<file path="config.mk">
export PLATFORM = sky130hd
export DESIGN_NAME = uart_addr_filter
export DESIGN_NICKNAME = d
export VERILOG_FILES = /design/src/rtl/uaf_pkg.sv /design/src/rtl/uaf_regs.sv /design/src/rtl/uaf_cmp.sv /design/src/rtl/uaf_decide.sv /design/src/rtl/uart_addr_filter.sv
export SDC_FILE = /design/constraint.sdc
export NUM_CORES = 1
export LEC_CHECK = 0
export BUFFER_PORTS_ARGS = -buffer_cell sky130_fd_sc_hd__buf_2
export CORE_MARGIN = 8
export CORE_UTILIZATION = 47
export DETAILED_ROUTE_END_ITERATION = 8
export PLACE_DENSITY_LB_ADDON = 0.08
export SKIP_CTS_REPAIR_TIMING = 1
export SLEW_MARGIN = 5
export SYNTH_ARGS = -nofsm -noshare
export SYNTH_HDL_FRONTEND = slang
export SYNTH_SLANG_ARGS = --single-unit
</file>
<file path="constraint.sdc">
create_clock -name clk -period 2.1 [get_ports clk]
set_clock_uncertainty 0.2 [all_clocks]
set_input_delay 0 -clock clk [delete_from_list [all_inputs] [get_ports clk]]
set_output_delay 0 -clock clk [all_outputs]
set_load 0.01 [all_outputs]
</file>
<file path="src/rtl/uaf_pkg.sv">
package uaf_pkg;

   typedef enum logic [1:0] {
      UAF_SHIFT  = 2'b00,
      UAF_8BIT   = 2'b01,
      UAF_9BIT_F = 2'b10,
      UAF_9BIT_V = 2'b11
   } uaf_mode_e;

   function automatic logic uaf_is_nine(input uaf_mode_e m);
      return (m == UAF_9BIT_F) || (m == UAF_9BIT_V);
   endfunction

endpackage

</file>
<file path="src/rtl/uaf_regs.sv">
module uaf_regs #(
   parameter int DW       = 8,
   parameter int REG_AW   = 8,
   parameter int ADDR_LOC = 'hA9,
   parameter int MASK_LOC = 'hB9
) (
   input  logic              clk,
   input  logic              rst_n,
   input  logic              wr_en,
   input  logic [REG_AW-1:0] wr_sel,
   input  logic [DW-1:0]     wr_val,
   output logic [DW-1:0]     rd_val,
   output logic [DW-1:0]     own_q,
   output logic [DW-1:0]     msk_q
);

   localparam logic [REG_AW-1:0] SEL_OWN = REG_AW'(ADDR_LOC);
   localparam logic [REG_AW-1:0] SEL_MSK = REG_AW'(MASK_LOC);

   logic hit_own;
   logic hit_msk;

   assign hit_own = (wr_sel == SEL_OWN);
   assign hit_msk = (wr_sel == SEL_MSK);

   always_ff @(posedge clk or negedge rst_n) begin
      if (!rst_n) begin
         own_q <= '0;
         msk_q <= '0;
      end else if (wr_en) begin
         if (hit_own) own_q <= wr_val;
         if (hit_msk) msk_q <= wr_val;
      end
   end

   always_comb begin
      rd_val = '0;
      if (hit_own)      rd_val = own_q;
      else if (hit_msk) rd_val = msk_q;
   end

endmodule

</file>
<file path="src/rtl/uaf_cmp.sv">
module uaf_cmp #(
   parameter int DW       = 8,
   parameter bit BCAST_EN = 1'b1
) (
   input  logic [DW-1:0] frame,
   input  logic [DW-1:0] own,
   input  logic [DW-1:0] msk,
   output logic          hit_given,
   output logic          hit_bcast
);

   logic [DW-1:0] bit_ok_given;
   logic [DW-1:0] bit_ok_bcast;

   for (genvar i = 0; i < DW; i++) begin : g_bit
      // a masked-out bit always agrees
      assign bit_ok_given[i] = ~msk[i] | ~(frame[i] ^ own[i]);
      // a zero in (own | mask) is don't-care, a one needs a one
      assign bit_ok_bcast[i] = ~(own[i] | msk[i]) | frame[i];
   end

   assign hit_given = &bit_ok_given;

   if (BCAST_EN) begin : g_bcast
      assign hit_bcast = &bit_ok_bcast;
   end else begin : g_no_bcast
      logic unused_bcast;
      assign unused_bcast = &bit_ok_bcast;
      assign hit_bcast    = 1'b0;
   end

endmodule

</file>
<file path="src/rtl/uaf_decide.sv">
module uaf_decide
   import uaf_pkg::*;
(
   input  logic      clk,
   input  logic      rst_n,
   input  logic      strobe,
   input  uaf_mode_e mode,
   input  logic      mp_on,
   input  logic      bit9,
   input  logic      hit_given,
   input  logic      hit_bcast,
   output logic      take_q,
   output logic      given_q,
   output logic      bcast_q
);

   logic take_d;

   always_comb begin
      unique case (mode)
         UAF_SHIFT: take_d = 1'b1;
         UAF_8BIT:  take_d = ~mp_on | bit9;
         default:   take_d = ~mp_on | (bit9 & (hit_given | hit_bcast));
      endcase
   end

   always_ff @(posedge clk or negedge rst_n) begin
      if (!rst_n) begin
         take_q  <= 1'b0;
         given_q <= 1'b0;
         bcast_q <= 1'b0;
      end else begin
         take_q  <= strobe & take_d;
         given_q <= strobe & hit_given;
         bcast_q <= strobe & hit_bcast;
      end
   end

endmodule

</file>
<file path="src/rtl/uart_addr_filter.sv">
module uart_addr_filter
   import uaf_pkg::*;
#(
   parameter int DW       = 8,
   parameter int REG_AW   = 8,
   parameter int ADDR_LOC = 'hA9,
   parameter int MASK_LOC = 'hB9,
   parameter bit BCAST_EN = 1'b1
) (
   input  logic              clk,
   input  logic              rst_n,
   input  logic              reg_we,
   input  logic [REG_AW-1:0] reg_addr,
   input  logic [DW-1:0]     reg_wdata,
   output logic [DW-1:0]     reg_rdata,
   input  logic              rx_valid,
   input  logic [DW-1:0]     rx_data,
   input  logic              rx_bit9,
   input  logic [1:0]        uart_mode,
   input  logic              mp_en,
   output logic              rx_accept,
   output logic              match_given,
   output logic              match_bcast
);

   if (DW < 1) begin : g_bad_dw
      $error("uart_addr_filter: DW must be at least 1");
   end
   if (REG_AW < 1 || REG_AW > 30) begin : g_bad_aw
      $error("uart_addr_filter: REG_AW out of range");
   end
   if (ADDR_LOC == MASK_LOC) begin : g_bad_loc
      $error("uart_addr_filter: register locations collide");
   end
   if (ADDR_LOC >= (1 << REG_AW) || MASK_LOC >= (1 << REG_AW)) begin : g_bad_fit
      $error("uart_addr_filter: register location exceeds REG_AW");
   end

   logic [DW-1:0] addr_q;
   logic [DW-1:0] mask_q;
   logic          hit_given;
   logic          hit_bcast;

   uaf_regs #(
      .DW       (DW),
      .REG_AW   (REG_AW),
      .ADDR_LOC (ADDR_LOC),
      .MASK_LOC (MASK_LOC)
   ) u_regs (
      .clk    (clk),
      .rst_n  (rst_n),
      .wr_en  (reg_we),
      .wr_sel (reg_addr),
      .wr_val (reg_wdata),
      .rd_val (reg_rdata),
      .own_q  (addr_q),
      .msk_q  (mask_q)
   );

   uaf_cmp #(
      .DW       (DW),
      .BCAST_EN (BCAST_EN)
   ) u_cmp (
      .frame     (rx_data),
      .own       (addr_q),
      .msk       (mask_q),
      .hit_given (hit_given),
      .hit_bcast (hit_bcast)
   );

   uaf_decide u_decide (
      .clk       (clk),
      .rst_n     (rst_n),
      .strobe    (rx_valid),
      .mode      (uaf_mode_e'(uart_mode)),
      .mp_on     (mp_en),
      .bit9      (rx_bit9),
      .hit_given (hit_given),
      .hit_bcast (hit_bcast),
      .take_q    (rx_accept),
      .given_q   (match_given),
      .bcast_q   (match_bcast)
   );

endmodule

</file>
---- After elaboration in Yosys (flattened, before gate mapping) ----
Cells that the tools add are included.
W data, S select, Z words.
storage, ports and cells
  bits in registers ....................... 19
  latch bits .............................. 0
  memory bits (writable) .................. 0
  output and inout bits ................... 11
  memory bits (read-only) ................. 0
  memories ................................ 0
cells by class
  multiplexer cells ....................... 3
  shifts and indexed selects .............. 0
  div/mod/pow operators ................... 0
  reductions and logical operators ........ 5
  bitwise gates (word level) .............. 64
  add/subtract/negate cells ............... 0
  $mul .................................... 0
  order comparisons ....................... 0
  eq/ne operators ......................... 3
operators by type and width
  operator              count
  $or A1 B1 Y1          27
  $not A1 Y1            25
  $eq A8 B8 Y1 const B  2
  $mux W8               2
  $reduce_and A8 Y1     2
  $xor A1 B1 Y1         8
  $and A1 B1 Y1         4
  $reduce_and A2 Y1     2
  $eq A2 B1 Y1 const B  1
  $logic_not A2 Y1      1
  $pmux W1 S2           1

---- Longest topological paths before layout ----
  depth in word-level cells ............... 9
  depth in mapped cells ................... 4

---- Modules after synthesis ----
From an unflattened synthesis, not the netlist that was laid out.
second synthesis, totals
  cells, all modules ...................... 91
  area total of the unflattened synthesis .. 1067.3 um^2
by module, submodules not included
  module      cells each  instances  area an instance (um^2)  sequential area each (um^2)
  uaf_regs    57          1          770.7                    400.4
  uaf_cmp     25          1          176.4                    0.0
  uaf_decide  9           1          120.1                    75.1

---- Least setup slack after synthesis ----
OpenSTA, ideal clock, no wires.
  path kind ............................... register -> register
  start ................................... register u_regs.own_q[1]
  end ..................................... register u_decide.take_q
  path buffers ............................ 0
  slack ................................... 0.649 ns
  cell stages (with the launch flop) ...... 5
  arrival time ............................ 1.125 ns
  required time ........................... 1.774 ns
  cells stage by stage .................... dfrtp_1 -> xor2_1 -> a22oi_1 -> and4_1 -> o311a_1
on the way
  cells in the longest elaborated chain, start to end .. 9
  elaborated cells on any way between the ends .. 13
  those cells by class .................... mux (1); bitwise (10); reduce/logical (2)
ends and longest elaborated chain
  what                                                  line                          RTL
  start: declaration                                    uaf_regs.sv:13                output logic [DW-1:0] own_q,
  start signal: assignment                              uaf_regs.sv:31                if (hit_own) own_q <= wr_val;
  $xor A1 B1 Y1 / $or A1 B1 Y1 (equally long branches)  uaf_cmp.sv:17, uaf_cmp.sv:19
  $not A1 Y1, on equally long branches                  uaf_cmp.sv:17, uaf_cmp.sv:19
  $or A1 B1 Y1, on equally long branches                uaf_cmp.sv:17, uaf_cmp.sv:19
  $reduce_and A8 Y1, on equally long branches           uaf_cmp.sv:22, uaf_cmp.sv:25
  $or A1 B1 Y1 *                                        uaf_decide.sv:23              default: take_d = ~mp_on | (bit9 & (hit_given | hit_bcast));
  $and A1 B1 Y1 *                                       uaf_decide.sv:23
  $or A1 B1 Y1 *                                        uaf_decide.sv:23
  $pmux W1 S2 *                                         uaf_decide.sv:20              unique case (mode)
  $and A1 B1 Y1 *                                       uaf_decide.sv:33              take_q <= strobe & take_d;
  end signal: assignment                                uaf_decide.sv:33
  end: declaration                                      uaf_decide.sv:12              output logic take_q,
Every way passes the cells marked *; elsewhere a longest branch is shown, timed or not.
A chain may end at the register's enable or synchronous reset.

---- Final worst setup path ----
  start ................................... input reg_addr[4]
  end ..................................... register u_regs.own_q[6]
on the way
  cells in the longest elaborated chain, start to end .. 2
ends and longest elaborated chain
  what                         line                    RTL
  start: declaration           uart_addr_filter.sv:13  input logic [REG_AW-1:0] reg_addr,
  $eq A8 B8 Y1                 uaf_regs.sv:23          assign hit_own = (wr_sel == SEL_OWN);
  $reduce_and A2 Y1 (no line)  --
Every way passes these cells.

==> reports/metrics.yaml <==
grt:
  grt_max_degree: 20
  grt_pass1_wl_mm: 4.06
  grt_pass1_vias: 926
  antenna_found_initial: 0
  track_usage: 0.123
  overflow: 0
timing:
  finalSetupViolations: 0
  max_freq_mhz: 478
  hold_viol: 0
  slew_headroom: 0.441
  period_share: 0.995
  setup_tns_ns: 0
  rsz0062_at_grt: "false"
  worst_slew_pin_slew_ns: 0.836
  period_needed_ns: 2.09
  drv_slew: 0
clock_network:
  cts_buffer_depth: 2
  cts.sinks: 19
  cts_made_buffers: 3
  cts_tree: "done"
  clk_pin_slew_ns: 0.10
  h-tree-depth: 1
  clk_latency_ns: 0.29
  root_buffer: "clkbuf_4"
critical_path:
  crit_type: "input port to register"
  cp.required_ns: 2.08
  worstPathMaxFanout: 8
  critical_path.max_stage_delay_ns: 0.59
  crit_top_cell: "dlygate4sd3_1"
  cp-start-kind: "input port"
  end_kind: "register"
  path_cells: "buf_2 -> dlygate4sd3_1 -> nor4_4 -> nand2_4 -> mux2_2 -> dlygate4sd3_1"
  cpLargestDelayFamily: "buffers and inverters"
  cp_num_buf_inv: 3
  crit_slowest_cell: "dlygate4sd3_1"
  cp.arrival_ns: 2.07
yosys:
  synth_seq_cells: 19
  synth_cell_types: 20
  synth_edf_count: 0
  synth_nets: 114
  yosysSeqAreaShare: 0.455
  synth_area_per_cell_um2: 12.8
  yosys_warnings: 0
  synth_ff_type: "dfrtp_1"
  netlist_instances: 82
  syn_area_um2: 1050
  synth-async-reset-ratio: 1.00
route:
  wl_per_cell_um: 15.8
  wirelength_mm: 2.82
  drt.antenna.violating_nets: 0
  first_iter_violations: 21
  drt_first_pass_iters: 4
  vias: 937
  drc: 0
  vias_per_cell: 5.26
run_status:
  status: "finished clean"
power:
  cellPowerDensity_nw_per_um2: 481
  p_leak_uw: 0.000816
  irDropWorstVdd_mv: 0.432
final_layout:
  diodes: 0
  final_common_cell: "buf_2"
  fillers: 181
  nets: 183
  post-route-util: 0.713
  area_delta_synth_final_pct: 46.5
  drive_gt1_frac: 0.453
  layout_common_cells: "buf_2, dlygate4sd3_1, dfrtp_1"
placed_design:
  port_buffers: 42
  hpwl_mm: 1.98
  place.gp.congestion: 0.735
floorplan:
  die_y_um: 63.2
  die_area_um2: 3990
  core_area_um2: 2150
  rows: 17
  start_util: 0.487
  io_pins: 43
  dieWidth_um: 63.2
hold_path:
  hold_path_class: "input port to register"
run:
  max_cap_violations: 0
==> power by group <==
part	internal [µW]	total (µW)	switching (µW)
combinational	87.7	151	63.6
sequential	387	404	17.0
clock	73.9	181	108
total	549	737	188
==> cell usage after synthesis (2+ instances only) <==
library cell,instances,area (µm²)
a22o_1,8,70.1
a22oi_1,4,30.0
and2_1,2,12.5
dfrtp_1,19,475
inv_1,3,11.3
mux2_2,16,180
nand2_4,2,22.5
nor2_1,5,18.8
nor4_4,2,42.5
o21bai_1,3,22.5
o22ai_1,2,12.5
xor2_1,8,70.1
==> per-stage QoR <==
step           std cells  area (µm²)  hold slack, ns  setup WS (ns)  power, µW
6_report             178        1530         0.00806         0.0100        737
5_1_grt              178        1530          0.0114        0.00217        786
4_1_cts              158        1330          -0.571          0.544        718
3_5_place_dp         154        1310          -0.241          0.560        534
3_3_place_gp         154        1310          -0.244          0.604        530
2_1_floorplan         82        1050          -0.496          0.649        470
==> worst min-delay path: stages <==
cell and delay, ns:
buf_2 0.12, o22ai_1 0.11, nor3_1 0.08, and2_1 0.16
==> flip-flops by register name, indices dropped and copies added (netlist names) <==
| register | count |
|---|---|
| u_regs.msk_q | 8 |
| u_decide.take_q | 1 |
| u_regs.own_q | 8 |
| u_decide.given_q | 1 |
| u_decide.bcast_q | 1 |
==> cell type report <==
type / instances / area, µm² / area share
Clock buffer: 4 / 26.3 / 0.0171
Inverter: 3 / 11.3 / 0.00735
Tap cell: 28 / 35.0 / 0.0229
Timing Repair Buffer: 64 / 425 / 0.278
Sequential cell: 19 / 475 / 0.310
Multi-Input combinational cell: 60 / 559 / 0.365
==> metal layers <==
| metal | vias up | GRT usage | share of wire |
|---|---|---|---|
| met2 | 28 | 0.220 | 0.54 |
| met3 | 2 | 0.0548 | 0.066 |
| met5 | - | 0 | 0 |
| li1 | 450 | - | - |
| met1 | 457 | 0.124 | 0.39 |
| met4 | 0 | 0.0418 | 0.0050 |
==> worst paths after layout <==
kind | from | to | slack (ns) | cells after the start
setup / recovery | reg_addr[4] | u_regs.own_q[6] | 0.01 | 6
hold / removal | rx_data[6] | u_decide.bcast_q | 0.008 | 4
setup reg to reg | u_regs.own_q[6] | u_regs.own_q[6] | 0.52 | 2
hold reg to reg | u_regs.msk_q[6] | u_regs.msk_q[6] | 0.38 | 1
max in group asynchronous | rst_n | u_regs.own_q[1] | 0.52 | 3
min in group asynchronous | rst_n | u_regs.msk_q[2] | 0.67 | 3
==> logic make-up after synthesis <==
| family | count (synthesis) | synth area share |
|---|---|---|
| muxes | 16 | 0.172 |
| xor gates and xnor gates | 8 | 0.0670 |
| and+or+nand+nor | 16 | 0.141 |
| buffers and inverters | 3 | 0.0108 |
| DFF | 19 | 0.455 |
| AOI/OAI and AO/OA | 20 | 0.154 |
Power figures use the tool's default switching activity.
